## config.mk

```make
export PLATFORM = sky130hd
export DESIGN_NAME = intc_cascade32
export DESIGN_NICKNAME = d
export VERILOG_FILES = /design/src/rtl/intc_pkg.sv /design/src/rtl/intc_srcbank.sv /design/src/rtl/intc_regfile.sv /design/src/rtl/intc_outmux.sv /design/src/rtl/intc_cascade32.sv
export SDC_FILE = /design/constraint.sdc
export NUM_CORES = 1
export LEC_CHECK = 0
export BUFFER_PORTS_ARGS = -buffer_cell sky130_fd_sc_hd__buf_2
export CORE_MARGIN = 5
export CORE_UTILIZATION = 30
export DETAILED_ROUTE_END_ITERATION = 8
export PLACE_DENSITY = 0.52
export SLEW_MARGIN = 20
export SYNTH_ARGS = -nofsm -noshare
export SYNTH_HDL_FRONTEND = slang
export SYNTH_SLANG_ARGS = --single-unit
```

## constraint.sdc

```tcl
create_clock -name clk -period 4.2 [get_ports clk]
set_input_delay 0.42 -clock clk [delete_from_list [all_inputs] [get_ports clk]]
set_output_delay 0.42 -clock clk [all_outputs]
set_load 0.01 [all_outputs]
```

## src/rtl/intc_pkg.sv

```systemverilog
package intc_pkg;

    localparam int unsigned ADDR_W = 4;

    localparam logic [ADDR_W-1:0] OFS_STATUS = 4'h0;
    localparam logic [ADDR_W-1:0] OFS_ENABLE = 4'h2;
    localparam logic [ADDR_W-1:0] OFS_CRIT   = 4'h3;
    localparam logic [ADDR_W-1:0] OFS_POL    = 4'h4;
    localparam logic [ADDR_W-1:0] OFS_TRIG   = 4'h5;
    localparam logic [ADDR_W-1:0] OFS_MASKED = 4'h6;

    // Software sees source n at bit (W-1-n); internal vectors are source-indexed.
    function automatic logic [31:0] flip32(input logic [31:0] v);
        logic [31:0] r;
        for (int i = 0; i < 32; i++) begin
            r[i] = v[31-i];
        end
        return r;
    endfunction

endpackage

```

## src/rtl/intc_srcbank.sv

```systemverilog
module intc_srcbank #(
    parameter int unsigned NSRC = 32
) (
    input  logic            clk,
    input  logic            rst_n,
    input  logic [NSRC-1:0] src_i,
    input  logic [NSRC-1:0] pol_i,
    input  logic [NSRC-1:0] trig_i,
    input  logic [NSRC-1:0] clr_i,
    output logic [NSRC-1:0] stat_o
);

    typedef struct packed {
        logic [NSRC-1:0] stat;
        logic [NSRC-1:0] prev;
    } bank_t;

    bank_t bank_q, bank_d;

    logic [NSRC-1:0] act_d;
    logic [NSRC-1:0] edge_hit_d;
    logic [NSRC-1:0] lvl_hit_d;
    logic [NSRC-1:0] set_d;

    always_comb begin
        act_d      = ~(src_i ^ pol_i);
        edge_hit_d = trig_i & act_d & ~bank_q.prev;
        lvl_hit_d  = ~trig_i & act_d;
        set_d      = edge_hit_d | lvl_hit_d;
        bank_d.prev = act_d;
        bank_d.stat = (bank_q.stat & ~clr_i) | set_d;
    end

    always_ff @(posedge clk) begin
        if (!rst_n) begin
            bank_q <= '0;
        end else begin
            bank_q <= bank_d;
        end
    end

    assign stat_o = bank_q.stat;

    AST_LEVEL_STICKS: assert property (@(posedge clk) disable iff (!rst_n)
        (|($past(~trig_i & ~(src_i ^ pol_i))) && $past(rst_n))
        |-> ((bank_q.stat & $past(~trig_i & ~(src_i ^ pol_i)))
             == $past(~trig_i & ~(src_i ^ pol_i))));

    AST_NO_SPURIOUS_SET: assert property (@(posedge clk) disable iff (!rst_n)
        $past(rst_n) |-> ((bank_q.stat & ~$past(bank_q.stat) & ~$past(set_d)) == '0));

    AST_CLEAR_TAKES: assert property (@(posedge clk) disable iff (!rst_n)
        $past(rst_n) |-> ((bank_q.stat & $past(clr_i & ~set_d)) == '0));

endmodule

```

## src/rtl/intc_regfile.sv

```systemverilog
module intc_regfile
    import intc_pkg::*;
#(
    parameter int unsigned NSRC = 32
) (
    input  logic              clk,
    input  logic              rst_n,
    input  logic [ADDR_W-1:0] addr_i,
    input  logic [NSRC-1:0]   wdata_i,
    input  logic              wr_i,
    input  logic              rd_i,
    input  logic [NSRC-1:0]   stat_i,
    output logic [NSRC-1:0]   en_o,
    output logic [NSRC-1:0]   crit_o,
    output logic [NSRC-1:0]   pol_o,
    output logic [NSRC-1:0]   trig_o,
    output logic [NSRC-1:0]   clr_o,
    output logic [NSRC-1:0]   rdata_o
);

    typedef struct packed {
        logic [NSRC-1:0] en;
        logic [NSRC-1:0] crit;
        logic [NSRC-1:0] pol;
        logic [NSRC-1:0] trig;
        logic [NSRC-1:0] rdata;
    } cfg_t;

    cfg_t cfg_q, cfg_d;

    logic [NSRC-1:0] wsrc_d;
    logic [NSRC-1:0] rsel_d;

    always_comb begin
        cfg_d  = cfg_q;
        wsrc_d = flip32(wdata_i);
        clr_o  = '0;
        if (wr_i) begin
            unique case (addr_i)
                OFS_STATUS: clr_o      = wsrc_d;
                OFS_ENABLE: cfg_d.en   = wsrc_d;
                OFS_CRIT:   cfg_d.crit = wsrc_d;
                OFS_POL:    cfg_d.pol  = wsrc_d;
                OFS_TRIG:   cfg_d.trig = wsrc_d;
                default:    ;
            endcase
        end
        unique case (addr_i)
            OFS_STATUS: rsel_d = stat_i;
            OFS_ENABLE: rsel_d = cfg_q.en;
            OFS_CRIT:   rsel_d = cfg_q.crit;
            OFS_POL:    rsel_d = cfg_q.pol;
            OFS_TRIG:   rsel_d = cfg_q.trig;
            OFS_MASKED: rsel_d = stat_i & cfg_q.en;
            default:    rsel_d = '0;
        endcase
        if (rd_i) begin
            cfg_d.rdata = flip32(rsel_d);
        end
    end

    always_ff @(posedge clk) begin
        if (!rst_n) begin
            cfg_q.en    <= '0;
            cfg_q.crit  <= '0;
            cfg_q.pol   <= '1;
            cfg_q.trig  <= '0;
            cfg_q.rdata <= '0;
        end else begin
            cfg_q <= cfg_d;
        end
    end

    assign en_o    = cfg_q.en;
    assign crit_o  = cfg_q.crit;
    assign pol_o   = cfg_q.pol;
    assign trig_o  = cfg_q.trig;
    assign rdata_o = cfg_q.rdata;

    AST_MASKED_READONLY: assert property (@(posedge clk) disable iff (!rst_n)
        (wr_i && addr_i == OFS_MASKED) |=> ($stable(cfg_q.en) && $stable(cfg_q.crit)
                                             && $stable(cfg_q.pol) && $stable(cfg_q.trig)));

    AST_HOLE_NO_WRITE: assert property (@(posedge clk) disable iff (!rst_n)
        (wr_i && (addr_i == 4'h1 || addr_i > OFS_MASKED))
        |=> ($stable(cfg_q.en) && $stable(cfg_q.pol) && $stable(cfg_q.trig)));

    AST_RDATA_HOLD: assert property (@(posedge clk) disable iff (!rst_n)
        !rd_i |=> $stable(rdata_o));

endmodule

```

## src/rtl/intc_outmux.sv

```systemverilog
module intc_outmux #(
    parameter int unsigned NSRC = 32
) (
    input  logic            clk,
    input  logic            rst_n,
    input  logic [NSRC-1:0] stat_i,
    input  logic [NSRC-1:0] en_i,
    input  logic [NSRC-1:0] crit_i,
    output logic            irq_nc_o,
    output logic            irq_cr_o
);

    typedef struct packed {
        logic nc;
        logic cr;
    } req_t;

    req_t req_q, req_d;
    logic [NSRC-1:0] live_d;

    always_comb begin
        live_d = stat_i & en_i;
        req_d.nc = |(live_d & ~crit_i);
        req_d.cr = |(live_d & crit_i);
    end

    always_ff @(posedge clk) begin
        if (!rst_n) begin
            req_q <= '0;
        end else begin
            req_q <= req_d;
        end
    end

    assign irq_nc_o = req_q.nc;
    assign irq_cr_o = req_q.cr;

    AST_NC_HAS_CAUSE: assert property (@(posedge clk) disable iff (!rst_n)
        irq_nc_o |-> $past(|(stat_i & en_i & ~crit_i)));

    AST_CR_HAS_CAUSE: assert property (@(posedge clk) disable iff (!rst_n)
        irq_cr_o |-> $past(|(stat_i & en_i & crit_i)));

    AST_HOLD_WHILE_PENDING: assert property (@(posedge clk) disable iff (!rst_n)
        ($past(rst_n) && $past(|(stat_i & en_i & ~crit_i))) |-> irq_nc_o);

endmodule

```

## src/rtl/intc_cascade32.sv

```systemverilog
module intc_cascade32
    import intc_pkg::*;
#(
    parameter int unsigned NSRC = 32
) (
    input  logic              clk,
    input  logic              rst_n,
    input  logic [NSRC-1:0]   src_i,
    input  logic [ADDR_W-1:0] addr_i,
    input  logic [NSRC-1:0]   wdata_i,
    input  logic              wr_i,
    input  logic              rd_i,
    output logic [NSRC-1:0]   rdata_o,
    output logic              irq_nc_o,
    output logic              irq_cr_o
);

    logic [NSRC-1:0] stat_w;
    logic [NSRC-1:0] en_w;
    logic [NSRC-1:0] crit_w;
    logic [NSRC-1:0] pol_w;
    logic [NSRC-1:0] trig_w;
    logic [NSRC-1:0] clr_w;

    intc_regfile #(.NSRC(NSRC)) regs_i (
        .clk     (clk),
        .rst_n   (rst_n),
        .addr_i  (addr_i),
        .wdata_i (wdata_i),
        .wr_i    (wr_i),
        .rd_i    (rd_i),
        .stat_i  (stat_w),
        .en_o    (en_w),
        .crit_o  (crit_w),
        .pol_o   (pol_w),
        .trig_o  (trig_w),
        .clr_o   (clr_w),
        .rdata_o (rdata_o)
    );

    intc_srcbank #(.NSRC(NSRC)) bank_i (
        .clk    (clk),
        .rst_n  (rst_n),
        .src_i  (src_i),
        .pol_i  (pol_w),
        .trig_i (trig_w),
        .clr_i  (clr_w),
        .stat_o (stat_w)
    );

    intc_outmux #(.NSRC(NSRC)) out_i (
        .clk      (clk),
        .rst_n    (rst_n),
        .stat_i   (stat_w),
        .en_i     (en_w),
        .crit_i   (crit_w),
        .irq_nc_o (irq_nc_o),
        .irq_cr_o (irq_cr_o)
    );

    AST_RESET_QUIET: assert property (@(posedge clk)
        !rst_n |=> (!irq_nc_o && !irq_cr_o));

endmodule

```

; ---- Word level (Yosys, flattened, before mapping)
; Cells that the tools add are included.
[word_totals]
mem_bits_ro = 0
mem_bits_rw = 0
register_bits = 226
output_inout_bits = 34
elab_cells = 39
latchBits = 0
mem_count = 0
inputBits = 72
[op_classes]
muxes = 3
n_mul = 0
shift = 0
n_addsub = 0
bitwise = 15
n_reduce_logical = 7
eq_ne = 5
n_div = 0
n_lt_le_gt_ge = 0
[ops]
columns = cell, n
row1 = $and 32x32->32, 7
row2 = $pmux 32 s6, 1
row3 = $not 32->32, 5
row4 = $mux 32, 2
row5 = $or 32x32->32, 2
row6 = $reduce_or 32->1, 2
row7 = $xor 32x32->32, 1
row8 = $eq 4x3->1 const B, 3
row9 = $eq 4x2->1 const B, 2
row10 = $reduce_and 2->1, 4
row11 = $logic_not 4->1, 1

; ---- Logic depth before layout (Yosys ltp)
[logic_depth]
word_depth = 6
depth_mapped = 7
depth_no_buf = 4

; ---- Modules after synthesis
; Synthesis repeated with hierarchy kept, for this count alone.
[hier_totals]
cells_unflattened = 1236
hier_area_um2 = 10562.6
[by_module_without_submodules]
columns = module, cells_per_inst, seq_area_each_um2, area_each_um2, n_inst
row1 = intc_regfile, 873, 3203.1, 7287.0, 1
row2 = intc_srcbank, 266, 1281.2, 2731.4, 1
row3 = intc_outmux, 97, 40.0, 544.3, 1

; ---- Worst setup path after synthesis
; Ideal clock, no wire load.
[synth_timing]
path_type = in2reg
from = input port addr_i[3]
to = register regs_i.cfg_q (netlist bit regs_i.rdata_o[14])
setup_ps = 117
setup_slack_ps = 2589
required_time_ps = 4083
path_stages = 5
n_path_buf = 3
arrival_ps = 1494
path_cell_list = buf_4 -> buf_1 -> clkbuf_1 -> o221ai_1 -> a22o_1
[synth_via]
elab_chain_len = 2
word_cells_on_any_way = 7
cone_classes = eq/ne (5) / mux (1) / reduce/logical (1)
[synth_lines]
columns = element, line
row1 = start: declaration, intc_cascade32.sv:9  ; input logic [ADDR_W-1:0] addr_i,
row2 = "$eq 4x3->1, or another cell as far along", intc_regfile.sv:48  ; unique case (addr_i)
row3 = $pmux 32 s6 *, intc_regfile.sv:48
row4 = end signal: assignment, intc_regfile.sv:70  ; cfg_q <= cfg_d;
row5 = end: declaration, intc_regfile.sv:29  ; cfg_t cfg_q, cfg_d;
; Every way passes the cells marked *; elsewhere a longest branch is shown, timed or not.
; A chain may end at the register's enable or synchronous reset.

; ---- Final worst setup path
[layout_timing]
from = input port addr_i[2]
to = register regs_i.cfg_q (netlist bit regs_i.trig_o[15])
[layout_via]
elab_chain_len = 2
[layout_lines]
columns = element, line
row1 = $eq 4x3->1, intc_regfile.sv:39  ; unique case (addr_i)
row2 = $reduce_and 2->1 (no line), --
; No other way between the ends.

==> results.tsv <==
stage	metric	value	unit
route	DR WL/cell	21.1	um
logic_synthesis	Synth Register Bits	226	
logic_synthesis	Yosys cell types	52	
worst_setup_path	Critical Path RT	4.64	ns
worst_setup_path	worst setup path class	in -> reg	
final_layout	diode count	0	
clock_tree	Root Buffer	clkbuf_16	
logic_synthesis	Synth top cells by count	nand2_1, dfxtp_1, a21oi_1, nand3_1, clkbuf_1	
worst_setup_path	crit path cell chain	buf_2 -> and4bb_2 -> and2_1 -> buf_4 -> nand2_1 -> a21oi_1	
worst_setup_path	FF-to-FF setup slack	2.57	ns
global_routing	largest net degree at the start of global routing	66	
clock_tree	setup bufs post-CTS	0	
global_routing	met2 Use GR	30.9	%
outcome	status	completed	
global_routing	GR met3 Demand/Resource	3.69	%
worst_setup_path	worst reg2reg path endpoint	out_i.irq_nc_o	
worst_setup_path	worst-path fanout max	27	
worst_setup_path	worst path arrival time	2.94	ns
worst_setup_path	CP Depth	6	
global_routing	vias in the first global route	8564	
logic_synthesis	number of synthesized flops with an enable pin	0	
die	Die Area	36500	um2
placed_design	number of buffers inserted by port buffering	105	
die	chip width	191	um
clock_tree	# hold bufs at CTS	0	
power	total power	0.00497	W
placed_design	placed cell area	10700	um2
placed_design	Final Wtd Congestion	0.862	
logic_synthesis	register area share after synthesis	46.1	%
global_routing	total gr overflow	0	
logic_synthesis	Mapped Nets	1256	
final_layout	cell area after layout	11600	um2
worst_hold_path	Cells on Worst Hold Path	3	
logic_synthesis	Post-Syn Area per Cell	8.30	um2
die	die height	191	um
clock_tree	Clock Sinks	226	
worst_setup_path	Crit. Startpoint	addr_i[2]	
logic_synthesis	Synth area leaders	dfxtp_1, nand2_1, a21oi_1	
logic_synthesis	Synth warnings	0	
job	Max-Cap Viols	0	
logic_synthesis	Mapped Area	9820	um2
route	DR vias	9161	
sta	Period minus WS final	2.49	ns
route	DRT iter0 DRCs	861	
final_layout	Layout Nets	1335	
clock_tree	CTS tree	built	
global_routing	initial antenna violation count	0	
route	vias per cell	5.32	
sta	FMAX	0.401	GHz
die	starting density of the core	30.3	%
worst_setup_path	crit path max-delay cell type	and2_1	
global_routing	global-route wire length before repair	54500	um
worst_hold_path	Hold WC Path Type	in -> reg	
final_layout	area delta synth->final	18.0	%
placed_design	HPWL Detailed	25100	um
global_routing	met1 usage	27.0	%
final_layout	share of cells above drive strength 1	14.5	%
clock_tree	CTS Buffer Depth	3	
worst_setup_path	Buffers & Inverters on Critical Path	2	
clock_tree	CTS Buf Count	26	
power	Peak VDD IR	0.289	mV
sta	Slew Viols, Final	0	
worst_setup_path	end of the critical path	regs_i.trig_o[15]	
worst_setup_path	delay-heaviest family, CP	simple AND/OR/NAND/NOR gates	
clock_tree	htree depth	1	
global_routing	GRT busiest layer	met2	
die	num ports	106	
sta	worst-margin pin slew	1.06	ns
worst_setup_path	R2R depth	3	
worst_setup_path	Crit. End Element	register	
route	ANT nets after route	0	
sta	final setup skew	0.00700	ns
final_layout	filler instances	3402	
global_routing	Overall Global Routing Usage	19.3	%
sta	Final period util	59.3	%
die	Rows	66	
logic_synthesis	top_reg_cell synth	dfxtp_1	
route	DR pass1 iterations	5	
logic_synthesis	cell accounting for the most synthesized area	dfxtp_1	
sta	RSZ-0062 raised after global routing	no	
worst_setup_path	CP Launch Type	primary input	
clock_tree	clk_lat worst skew	0.53	ns
die	core footprint	32500	um2
sta	Setup Viol. Count Final	0	
sta	Fin. Hold Viols	0	
route	routed wire length	36200	um
sta	setup TNS	0	ns
logic_synthesis	count leader, synth	nand2_1	
logic_synthesis	async set or reset register ratio after synthesis	0	%
clock_tree	Clock transition at path regs	0.06	ns
sta	Worst slew margin	29.2	%
route	DR DRC count	0	
logic_synthesis	Mapped Cells	1184	
worst_setup_path	FF-to-FF Start	regs_i.crit_o[6]	
power	leakage	4.30	nW
power	PwrDens	429	nW/um2
clock_tree	PostCTS Resize Cnt	0	
worst_setup_path	Worst path max stage delay	0.85	ns
logic_synthesis	share of the synthesized area in the top cell type	46.1	%
==> routing by layer <==
metal / share of wire (%) / routed length, um
met5: 0 / 0
met4: 2.2 / 794
met3: 7.5 / 2720
met2: 45 / 16500
met1: 45 / 16200
==> cell usage in the layout (no fill, tap or decap), types with 7 or more instances in the layout <==
cell type  count
mux2_1        14
buf_4         29
nand3_1       69
clkbuf_8       7
xor2_1        21
clkbuf_16     27
a32oi_1       25
xnor2_1       11
o211ai_1      16
nand2b_1      10
a21oi_1      108
nor2_1        25
nand4_1        8
a22oi_1       35
a21bo_1       11
o22ai_1       14
a32o_1        21
dfxtp_1      226
and2_1        15
buf_2        105
a22o_1        32
o221ai_1      13
nand2_1      374
==> kinds of logic (layout without fill, tap and decap cells) <==
family | Yosys count | count (layout) | share of synthesized area [%]
AOI/OAI and AO/OA | 286 | 286 | 20.7
xor gates and xnor gates | 32 | 32 | 2.85
buffers and inverters | 84 | 179 | 4.20
DFF | 226 | 226 | 46.1
muxes | 18 | 18 | 2.01
and+or+nand+nor | 538 | 538 | 24.2
==> flip-flops by register name (all words and copies together) (netlist names) <==
register	flops
bank_i.bank_q	32
out_i.irq_cr_o	1
regs_i.en_o	32
regs_i.pol_o	32
regs_i.crit_o	32
regs_i.trig_o	32
bank_i.stat_o	32
regs_i.rdata_o	32
out_i.irq_nc_o	1
==> metrics by stage <==
step                      hold slack, ns  cells  setup slack [ns]  utilization [%]
final                              0.176   1721              1.71             35.7
after global routing               0.174   1721              1.65             35.7
after CTS                          0.164   1721              1.81             35.7
after detailed placement           0.457   1677              1.25             33.0
after global placement             0.456   1677              1.35             33.0
after floorplan                    0.449   1184              2.59                -
==> report_power, final <==
part	total, W	internal [W]	switching (W)
clock	0.00230	0.00141	0.000896
sequential	0.00229	0.00222	0.0000753
combinational	0.000371	0.000137	0.000234
==> worst min-delay path, delay by kind of cell <==
family,cells,cell delay (ns)
AO/OA/AOI/OAI,1,0.05
AND/OR/NAND/NOR,1,0.06
buffers and inverters,1,0.13
==> area by class of cell <==
type,count,area (um2),share of cell area [%]
clock buffers,39,791,6.82
multi-input cells,874,4890,42.2
flip-flops and latches,226,4520,39.0
inverters,1,6.26,0.0540
repair buffers,134,743,6.41
well taps,442,553,4.77
clock inverters,5,77.6,0.669
==> how the worst min path moves through the flow <==
stage	from	end	slack [ns]
after floorplan	regs_i.trig_o[12]	regs_i.trig_o[12]	0.45
after global placement	regs_i.rdata_o[0]	regs_i.rdata_o[0]	0.46
after detailed placement	regs_i.rdata_o[0]	regs_i.rdata_o[0]	0.46
after CTS	wdata_i[14]	regs_i.en_o[17]	0.16
after global routing	wdata_i[14]	regs_i.trig_o[17]	0.17
final	wdata_i[26]	regs_i.en_o[5]	0.18
No activity file was read; power rests on OpenSTA's default activity.
